<file path="src/rtl/spi_regif_pkg.sv">
package spi_regif_pkg;

    localparam int BYTE_W = 8;
    typedef logic [BYTE_W-1:0] byte_t;

    localparam byte_t OPC_WR_ADDR  = 8'h02;
    localparam byte_t OPC_RD_ADDR  = 8'h03;
    localparam byte_t OPC_RD_FIXED = 8'h05;
    localparam byte_t OPC_WR_FIXED = 8'h07;

    localparam byte_t BASE_RD_FIXED = 8'd240;
    localparam byte_t BASE_WR_FIXED = 8'd244;

    typedef enum logic [2:0] {
        ST_IDLE,
        ST_CMD,
        ST_WADDR,
        ST_RADDR,
        ST_WDATA,
        ST_RDATA,
        ST_SKIP
    } fe_state_t;

endpackage

</file>
<file path="src/rtl/spi_regif_sync.sv">
module spi_regif_sync #(
    parameter int STAGES = 2
) (
    input  logic clk,
    input  logic rst_n,
    input  logic sclk_pin,
    input  logic cs_n_pin,
    input  logic mosi_pin,
    output logic sclk_rise,
    output logic sclk_fall,
    output logic cs_active,
    output logic mosi_bit
);
    localparam int NPIN = 3;
    localparam logic [NPIN-1:0] RST_VAL = 3'b010;   // select idles high

    logic [NPIN-1:0]   pin_in;
    logic [STAGES-1:0] chain [NPIN];
    logic              sclk_last;

    assign pin_in = {mosi_pin, cs_n_pin, sclk_pin};

    for (genvar p = 0; p < NPIN; p++) begin : g_chain
        always_ff @(posedge clk or negedge rst_n) begin
            if (!rst_n)
                chain[p] <= {STAGES{RST_VAL[p]}};
            else
                chain[p] <= {chain[p][STAGES-2:0], pin_in[p]};
        end
    end

    always_ff @(posedge clk or negedge rst_n) begin
        if (!rst_n) sclk_last <= 1'b0;
        else        sclk_last <= chain[0][STAGES-1];
    end

    assign sclk_rise = chain[0][STAGES-1] & ~sclk_last;
    assign sclk_fall = ~chain[0][STAGES-1] & sclk_last;
    assign cs_active = ~chain[1][STAGES-1];
    assign mosi_bit  = chain[2][STAGES-1];

endmodule

</file>
<file path="src/rtl/spi_regif_fsm.sv">
module spi_regif_fsm
    import spi_regif_pkg::*;
(
    input  logic  clk,
    input  logic  rst_n,
    input  logic  cs_active,
    input  logic  sclk_rise,
    input  logic  mosi_bit,
    output byte_t reg_addr,
    output byte_t reg_wdata,
    output logic  reg_we,
    output logic  reg_re
);
    fe_state_t   state, state_nx;
    logic [2:0]  bit_cnt;
    logic [6:0]  rx_sh;
    logic        byte_done;
    byte_t       rx_byte;

    assign rx_byte   = {rx_sh, mosi_bit};
    assign byte_done = cs_active && sclk_rise && (bit_cnt == 3'd7);

    always_comb begin
        state_nx = state;
        if (!cs_active) begin
            state_nx = ST_IDLE;
        end else begin
            unique case (state)
                ST_IDLE:  state_nx = ST_CMD;
                ST_CMD: if (byte_done) begin
                    case (rx_byte)
                        OPC_WR_ADDR:  state_nx = ST_WADDR;
                        OPC_RD_ADDR:  state_nx = ST_RADDR;
                        OPC_RD_FIXED: state_nx = ST_RDATA;
                        OPC_WR_FIXED: state_nx = ST_WDATA;
                        default:      state_nx = ST_SKIP;
                    endcase
                end
                ST_WADDR: if (byte_done) state_nx = ST_WDATA;
                ST_RADDR: if (byte_done) state_nx = ST_RDATA;
                ST_WDATA, ST_RDATA, ST_SKIP: state_nx = state;
                default:  state_nx = ST_IDLE;
            endcase
        end
    end

    always_ff @(posedge clk or negedge rst_n) begin
        if (!rst_n) state <= ST_IDLE;
        else        state <= state_nx;
    end

    always_ff @(posedge clk or negedge rst_n) begin
        if (!rst_n) begin
            bit_cnt   <= '0;
            rx_sh     <= '0;
            reg_addr  <= '0;
            reg_wdata <= '0;
            reg_we    <= 1'b0;
            reg_re    <= 1'b0;
        end else begin
            reg_we <= 1'b0;
            reg_re <= 1'b0;
            if (reg_we || reg_re)
                reg_addr <= reg_addr + 8'd1;
            if (!cs_active) begin
                bit_cnt <= '0;
                rx_sh   <= '0;
            end else if (sclk_rise) begin
                bit_cnt <= bit_cnt + 3'd1;
                rx_sh   <= rx_byte[6:0];
            end
            if (byte_done) begin
                unique case (state)
                    ST_CMD: begin
                        if (rx_byte == OPC_RD_FIXED) begin
                            reg_addr <= BASE_RD_FIXED;
                            reg_re   <= 1'b1;
                        end else if (rx_byte == OPC_WR_FIXED) begin
                            reg_addr <= BASE_WR_FIXED;
                        end
                    end
                    ST_WADDR: reg_addr <= rx_byte;
                    ST_RADDR: begin
                        reg_addr <= rx_byte;
                        reg_re   <= 1'b1;
                    end
                    ST_WDATA: begin
                        reg_we    <= 1'b1;
                        reg_wdata <= rx_byte;
                    end
                    ST_RDATA: reg_re <= 1'b1;
                    default: ;
                endcase
            end
        end
    end

    AST_STROBE_EXCL: assert property (@(posedge clk) disable iff (!rst_n)
        !(reg_we && reg_re));
    AST_WE_PULSE: assert property (@(posedge clk) disable iff (!rst_n)
        reg_we |=> !reg_we);
    AST_SKIP_QUIET: assert property (@(posedge clk) disable iff (!rst_n)
        (state == ST_SKIP) |=> (!reg_we && !reg_re));
    AST_STATUS_START: assert property (@(posedge clk) disable iff (!rst_n)
        (state == ST_CMD && byte_done && rx_byte == OPC_RD_FIXED) |=> (reg_re && reg_addr == BASE_RD_FIXED));
    AST_INSTR_START: assert property (@(posedge clk) disable iff (!rst_n)
        (state == ST_CMD && byte_done && rx_byte == OPC_WR_FIXED) |=> (reg_addr == BASE_WR_FIXED && !reg_we));
    AST_ADDR_WRAP: assert property (@(posedge clk) disable iff (!rst_n)
        (reg_we && reg_addr == 8'hFF) |=> (reg_addr == 8'h00));
    AST_FETCH_NEXT: assert property (@(posedge clk) disable iff (!rst_n)
        (state == ST_RDATA && byte_done) |=> reg_re);

endmodule

</file>
<file path="src/rtl/spi_regif_tx.sv">
module spi_regif_tx
    import spi_regif_pkg::*;
(
    input  logic  clk,
    input  logic  rst_n,
    input  logic  clear,
    input  logic  fetch,
    input  byte_t rdata,
    input  logic  sclk_fall,
    output logic  miso_bit
);
    logic  load_q;
    byte_t tx_sh;
    logic  miso_q;

    always_ff @(posedge clk or negedge rst_n) begin
        if (!rst_n) begin
            load_q <= 1'b0;
            tx_sh  <= '0;
            miso_q <= 1'b0;
        end else begin
            load_q <= fetch && !clear;
            if (clear) begin
                tx_sh  <= '0;
                miso_q <= 1'b0;
            end else if (load_q) begin
                tx_sh <= rdata;
            end else if (sclk_fall) begin
                miso_q <= tx_sh[BYTE_W-1];
                tx_sh  <= {tx_sh[BYTE_W-2:0], 1'b0};
            end
        end
    end

    assign miso_bit = miso_q;

    AST_MISO_HOLD: assert property (@(posedge clk) disable iff (!rst_n)
        (!clear && !sclk_fall) |=> $stable(miso_q));

endmodule

</file>
<file path="src/rtl/spi_regif.sv">
module spi_regif
    import spi_regif_pkg::*;
#(
    parameter int SYNC_STAGES = 2
) (
    input  logic       clk,
    input  logic       rst_n,
    input  logic       spi_sclk,
    input  logic       spi_cs_n,
    input  logic       spi_mosi,
    output logic       spi_miso,
    output logic       spi_miso_oe,
    output logic [7:0] reg_addr,
    output logic [7:0] reg_wdata,
    output logic       reg_we,
    output logic       reg_re,
    input  logic [7:0] reg_rdata
);
    logic sclk_rise, sclk_fall, cs_active, mosi_bit, miso_bit;

    spi_regif_sync #(.STAGES(SYNC_STAGES)) u_sync (
        .clk       (clk),
        .rst_n     (rst_n),
        .sclk_pin  (spi_sclk),
        .cs_n_pin  (spi_cs_n),
        .mosi_pin  (spi_mosi),
        .sclk_rise (sclk_rise),
        .sclk_fall (sclk_fall),
        .cs_active (cs_active),
        .mosi_bit  (mosi_bit)
    );

    spi_regif_fsm u_fsm (
        .clk       (clk),
        .rst_n     (rst_n),
        .cs_active (cs_active),
        .sclk_rise (sclk_rise),
        .mosi_bit  (mosi_bit),
        .reg_addr  (reg_addr),
        .reg_wdata (reg_wdata),
        .reg_we    (reg_we),
        .reg_re    (reg_re)
    );

    spi_regif_tx u_tx (
        .clk       (clk),
        .rst_n     (rst_n),
        .clear     (!cs_active),
        .fetch     (reg_re),
        .rdata     (reg_rdata),
        .sclk_fall (sclk_fall),
        .miso_bit  (miso_bit)
    );

    assign spi_miso_oe = cs_active;
    assign spi_miso    = miso_bit & cs_active;

    AST_OE_QUIET: assert property (@(posedge clk) disable iff (!rst_n)
        !spi_miso_oe |-> !spi_miso);

endmodule

</file>
<file path="config.mk">
export PLATFORM = sky130hd
export DESIGN_NAME = spi_regif
export DESIGN_NICKNAME = d
export VERILOG_FILES = /design/src/rtl/spi_regif_pkg.sv /design/src/rtl/spi_regif_sync.sv /design/src/rtl/spi_regif_fsm.sv /design/src/rtl/spi_regif_tx.sv /design/src/rtl/spi_regif.sv
export SDC_FILE = /design/constraint.sdc
export NUM_CORES = 1
export LEC_CHECK = 0
export BUFFER_PORTS_ARGS = -buffer_cell sky130_fd_sc_hd__clkbuf_2
export CELL_PAD_IN_SITES_DETAIL_PLACEMENT = 1
export CELL_PAD_IN_SITES_GLOBAL_PLACEMENT = 1
export CORE_MARGIN = 4
export CORE_UTILIZATION = 44
export DETAILED_ROUTE_END_ITERATION = 10
export GPL_TIMING_DRIVEN = 1
export PLACE_DENSITY = 0.9
export SLEW_MARGIN = 15
export SYNTH_ARGS = -nofsm -noshare
export SYNTH_HDL_FRONTEND = slang
export SYNTH_SLANG_ARGS = --single-unit
</file>
<file path="constraint.sdc">
create_clock -name clk -period 2.3 [get_ports clk]
set_input_delay 0.345 -clock clk [delete_from_list [all_inputs] [get_ports clk]]
set_output_delay 0.345 -clock clk [all_outputs]
set_load 0.01 [all_outputs]
</file>
==> Word level (Yosys, flattened, before mapping) <==
Index checks and enable logic that the tools add are counted.
W data, S select, Z words.
{ "totals": {"reg_bits": 48, "latchBits": 0, "mem_bits_rw": 0, "romBits": 0, "memories": 0} }
{ "classes": {"n_addsub": 2, "n_mul": 0, "n_div": 0, "magnitude_cmp": 0, "eq_ne": 16, "n_shift": 0, "mux": 26, "n_bitwise": 6, "n_reduce_logical": 15} }
{ "op_table": {"columns": ["cell", "n"], "rows": [
  ["$mux W8", 7],
  ["$mux W3", 6],
  ["$eq A8 B2 Y1 const B", 2],
  ["$eq A8 B3 Y1 const B", 2],
  ["$pmux W8 S2", 1],
  ["$pmux W3 S5", 1],
  ["$mux W7", 2],
  ["$eq A3 B3 Y1 const B", 4],
  ["$pmux W3 S4", 1],
  ["$ne A3 B2 Y1 const B", 3],
  ["$add A8 B1 Y8 const B", 1],
  ["$mux W1", 7],
  ["$eq A3 B2 Y1 const B", 2],
  ["$ne A2 B2 Y1 const B", 2],
  ["$reduce_and A2 Y1", 2],
  ["$reduce_and A4 Y1", 1],
  ["$reduce_bool A2 Y1", 2],
  ["$reduce_or A2 Y1", 2],
  ["$add A3 B1 Y3 const B", 1],
  ["$and A1 B1 Y1", 3],
  ["$eq A3 B1 Y1 const B", 1],
  ["$logic_and A1 B1 Y1", 3],
  ["$logic_not A3 Y1", 1],
  ["$not A1 Y1", 3],
  ["other kinds (5)", 5]
]} }

==> Logic depth before layout (Yosys ltp) <==
{ "logic_depth": {"ltp_word": 7, "depth_mapped": 6} }

==> By module <==
From an unflattened synthesis, not the netlist that was laid out.
{ "unflattened": {"cells_unflattened": 187, "area_unflattened_um2": 2270.9} }
{ "by_module_without_submodules": {"columns": ["mod", "n_inst", "cells_per_inst", "area_per_inst_um2", "seq_area_each_um2"], "rows": [
  ["spi_regif_fsm", 1, 134, 1547.7, 775.7],
  ["spi_regif_tx", 1, 41, 516.7, 250.2],
  ["spi_regif_sync", 1, 10, 196.4, 177.7],
  ["spi_regif", 1, 2, 10.0, 0.0]
]} }

==> Worst setup path after synthesis <==
No wires, ideal clock.
{ "synth_path": {"kind": "reg-to-reg", "startpoint": "register u_fsm.bit_cnt[0]", "endpoint": "register u_fsm.reg_addr[4]", "arrival_time_ps": 1463, "required_time_ps": 2168, "slack_ps": 705, "stages_incl_launch_ff": 7, "n_path_buf": 0, "period_less_slack_ps": 1595, "path_cell_list": "dfrtp_1 ha_1 ha_1 and4bb_4 and2_4 a41oi_4 a21oi_1"} }
{ "synth_via": {"elab_chain_cells": 3} }
{ "synth_lines": {"columns": ["element", "line", "rtl"], "rows": [
  ["start: declaration", "spi_regif_fsm.sv:15", "logic [2:0] bit_cnt;"],
  ["start signal: assignment", "spi_regif_fsm.sv:69", "bit_cnt <= bit_cnt + 3'd1;"],
  ["$eq A3 B3 Y1", "spi_regif_fsm.sv:21", "assign byte_done = cs_active && sclk_rise && (bit_cnt == 3'd7);"],
  ["$logic_and A1 B1 Y1", "spi_regif_fsm.sv:21", null],
  ["$mux W8", "spi_regif_fsm.sv:72", "if (byte_done) begin"],
  ["end signal: assignment", "spi_regif_fsm.sv:64", "reg_addr <= reg_addr + 8'd1;"],
  ["end signal: assignment", "spi_regif_fsm.sv:82", "ST_WADDR: reg_addr <= rx_byte;"],
  ["end signal: assignment", "spi_regif_fsm.sv:84", "reg_addr <= rx_byte;"],
  ["end: declaration", "spi_regif_fsm.sv:9", "output byte_t reg_addr,"]
]} }
No other way between the ends.
A chain may end at the register's enable or synchronous reset.

==> Final worst setup path <==
{ "layout_path": {"startpoint": "register u_sync.chain[3] in the netlist's numbering", "endpoint": "output spi_miso_oe"} }
{ "layout_via": {"elab_chain_cells": 1} }
{ "layout_lines": {"columns": ["element", "line", "rtl"], "rows": [
  ["start: declaration", "spi_regif_sync.sv:18", "logic [STAGES-1:0] chain [NPIN];"],
  ["start signal: indexed assignment", "spi_regif_sync.sv:26", "chain[p] <= {STAGES{RST_VAL[p]}};"],
  ["start signal: indexed assignment", "spi_regif_sync.sv:28", "chain[p] <= {chain[p][STAGES-2:0], pin_in[p]};"],
  ["$not A1 Y1", "spi_regif_sync.sv:39", "assign cs_active = ~chain[1][STAGES-1];"],
  ["end: declaration", "spi_regif.sv:12", "output logic spi_miso_oe,"]
]} }
No other way between the ends.

==> parameters.txt <==
Parameter                              Value

Floorplanning
  Placeable Area    around 0.0048 sq mm
  Y dimension of the die    79.6 um
  Die W    79.6 um
  Initial cell density of the core    0.466
  Number of standard-cell rows in the floorplan    25
  Die Footprint    between 0.006 and 0.007 sq mm
  I/O pin cnt    33

Synthesis
  Synth Cell Area    0.00226 sq mm
  Post-Synthesis Mean Instance Area    11.3 sq um
  Gate count of the mapped netlist    about 200
  Proportion of synthesized chip area in sequential cells    0.533
  Top cell type's share of synthesized area    0.510
  Most area-consuming cells after synthesis    dfrtp_1 51%, mux2_2 8.0%, nand2_1 4.0%
  Yosys synthesis warning count    0
  Number of distinct library cells after synthesis    41
  Net Count, Synth    about 220
  Cell type with the highest aggregate area in the netlist    dfrtp_1
  Count of state elements after synthesis    48

Worst setup path
  Worst r2r dst    u_fsm.reg_addr[3]
  Launch point of the worst reg-to-reg path    u_fsm.bit_cnt[0]
  Depth of the worst register-to-register path    6
  Arrival time reported for the critical path endpoint    between 1 and 1.5 ns
  Startpoint type of the worst setup path    flop
  Reg2reg setup slack    0.54 ns
  Critical Setup Path Class    flop to output port
  Highest fanout seen on the critical path    17
  Data required time of the worst path    1.96 ns
  Crit path capture type    output port

Routing
  Count of unresolved DRC violations after routing    0
  Detailed-route vias per instance    5.38
  Number of DRC markers after the initial detailed-route iteration    132
  Residual antenna-violating net count after detailed routing    0
  Vias post-DR    1602
  Number of search-and-repair iterations in the first detailed-routing pass    4
  Total wire length after detailed routing    5.35 mm
  WL per Instance    roughly 18 um

Global routing
  Vias in the first global route    roughly 1900
  Busiest layer in global routing    met2
  Met3 capacity usage during global routing    0.0260
  Largest net degree at the start of global routing    49
  Global routing usage summed across all routing layers    0.193
  Met2 Use GR    0.337
  Global-route wire length before repair    approximately 9.4 mm
  Met1 Resource Use GR    0.235
  Antenna violations before repair    0
  Congestion Overflow GR    0

STA
  Number of setup violations in the final report    0
  Shortest period the worst path allows    approximately 1.8 ns
  Actual slew at the worst max-slew pin    0.730 ns
  Max_slew headroom    0.512
  Clk_skew    0.00796 ns
  RSZ-0062 raised after global routing    false
  Final critical-path share of the clock period    0.775
  Final Hold Fails    0
  Total negative setup slack    0 ns
  F_max    561 MHz
  Final max-slew violation count    0

Finish
  Layout cells sized above 1    0.294
  Antenna diode instance count    0
  Area of the multi-input gates    987 sq um
  Fillers    between 500 and 600
  Filler-free cell count of the finished design    298
  Area taken by flip-flops and latches    0.00120 sq mm
  Final standard cell utilization of the core    0.533
  Growth of design area from synthesis to finish    14.5%
  Fin nets    246

Clock tree
  Clk sinks    48
  Latest clock arrival within the worst-skew pair    approximately 0.3 ns
  Total setup buffers inserted after CTS    0
  TritonCTS clock tree    done
  Clk slew on worst S/H paths    0.08 ns
  Resized cells post-CTS    0
  Largest buffer count on any clock path    2
  Hold buffers post-CTS    0
  Total number of H-tree levels    2
  Number of buffers inserted during clock tree synthesis    5
  Root buf cell    clkbuf_8

Power and ir drop
  Maximum ir drop on the vdd rail    0.393 mV
  Leakage Power    around 1.2 nW
  PwrDens    602 mW/mm^2

Placement
  GP Congestion    just under 0.8
  Post-placement cell count    290
  Number of buffers inserted by port buffering    32
  Detailed placement HPWL    3.81 mm

Run
  Maxcap violations    0

Worst hold path
  Depth of the worst hold-timing path    1
  Worst Hold End    u_sync.chain[2]
  Hold Crit Class    input port to flop
  Startpoint of the lowest-slack hold path    spi_cs_n

Run status
  Run status    finished clean
-- synthesized netlist by cell type, drive strengths merged --
cell and instances:
o211a 1, xnor2 4, a32oi 1, nor3b 1, nor3 1, nand3 2
nand2b 2, buf 6, a22o 3, nor2 21, ha 3, nor2b 6
o221ai 1, o2111ai 1, nand4 4, o21ai 4, and2 1, maj3 1
nand4bb 1, xor2 5, and4 1, nand2 24, o211ai 1, and4bb 1
dfstp 2, inv 3, a41oi 1, mux2i 8, dfrtp 46, and3 2
a21oi 15, and4b 1, nor4 1, clkbuf 5, mux2 16, a211oi 1
o31a 1, o22ai 1
-- through the flow --
stage               worst slack (ns)  hold slack (ns)  cell area, sq um  power, mW
finish                         0.518            0.124              2580       1.56
detailed placement             0.576            0.339              2470      0.954
global placement               0.648            0.333              2470      0.950
floorplan                      0.705           0.0494              2260      0.915
CTS                            0.493            0.114              2580       1.57
global route                   0.435            0.113              2580       1.62
-- critical path, stage by stage (launching register included) --
cell and delay (ns):
dfstp_2 0.65, buf_4 0.27, inv_1 0.09, clkbuf_2 0.13
-- state kept, by name (all words and copies together) (netlist names) --
| name | cells |
|---|---|
| u_sync.chain | 5 |
| u_sync.sclk_last | 1 |
| u_fsm.reg_re | 1 |
| u_fsm.bit_cnt | 3 |
| u_tx.tx_sh | 8 |
| u_sync.mosi_bit | 1 |
| u_fsm.rx_sh | 7 |
| u_tx.load_q | 1 |
| u_tx.miso_bit | 1 |
| u_fsm.reg_we | 1 |
| u_fsm.state | 3 |
| u_fsm.reg_addr | 8 |
| u_fsm.reg_wdata | 8 |
-- report_power, final --
group,switching [mW],total (mW),leakage (nW),internal [mW]
Combinational,0.0425,0.0663,0.529,0.0238
Sequential,0.0150,0.870,0.649,0.855
Clock,0.292,0.620,0.0548,0.328
Total,0.350,1.56,1.23,1.21
-- layer usage --
layer	routed length, um	up-vias
li1	-	753
met1	2250	810
met2	2850	28
met3	126	11
met4	122	0
met5	0	-
-- worst max path at each step --
stage               cells after the start             start  slack (ns)                 to
CTS                                     3   u_sync.chain[3]        0.49        spi_miso_oe
finish                                  3   u_sync.chain[3]        0.52        spi_miso_oe
floorplan                               6  u_fsm.bit_cnt[0]        0.70  u_fsm.reg_addr[4]
detailed placement                      6  u_fsm.bit_cnt[0]        0.58  u_fsm.reg_addr[1]
global placement                        6  u_fsm.bit_cnt[0]        0.65  u_fsm.reg_addr[6]
global route                            3   u_sync.chain[3]        0.43        spi_miso_oe
-- area by class of cell --
cell class | instances | share of cell area
Sequential cell | 48 | 0.466
Timing Repair Buffer | 35 | 0.0707
Inverter | 3 | 0.00436
Tap cell | 67 | 0.0324
Clock buffer | 5 | 0.0266
Multi-Input combinational cell | 137 | 0.382
Clock inverter | 3 | 0.0179
-- kinds of logic after synthesis --
group                      share of synthesized area
adders and majority gates                     0.0211
muxes                                          0.115
and+or+nand+nor                                0.171
AOI/OAI and AO/OA                             0.0954
DFF                                            0.533
xor gates and xnor gates                      0.0349
buffers and inverters                         0.0294
-- layout by cell type (no fill, tap or decap), types with 5 or more instances in the layout --
master    count
dfrtp_1      46
nand2_1      24
clkbuf_2     32
a21oi_1      15
nor2_1       21
clkbuf_8      5
xor2_1        5
mux2i_1       8
mux2_2       16
nor2b_1       6
Note: power is estimated with default switching activity, not from simulation.
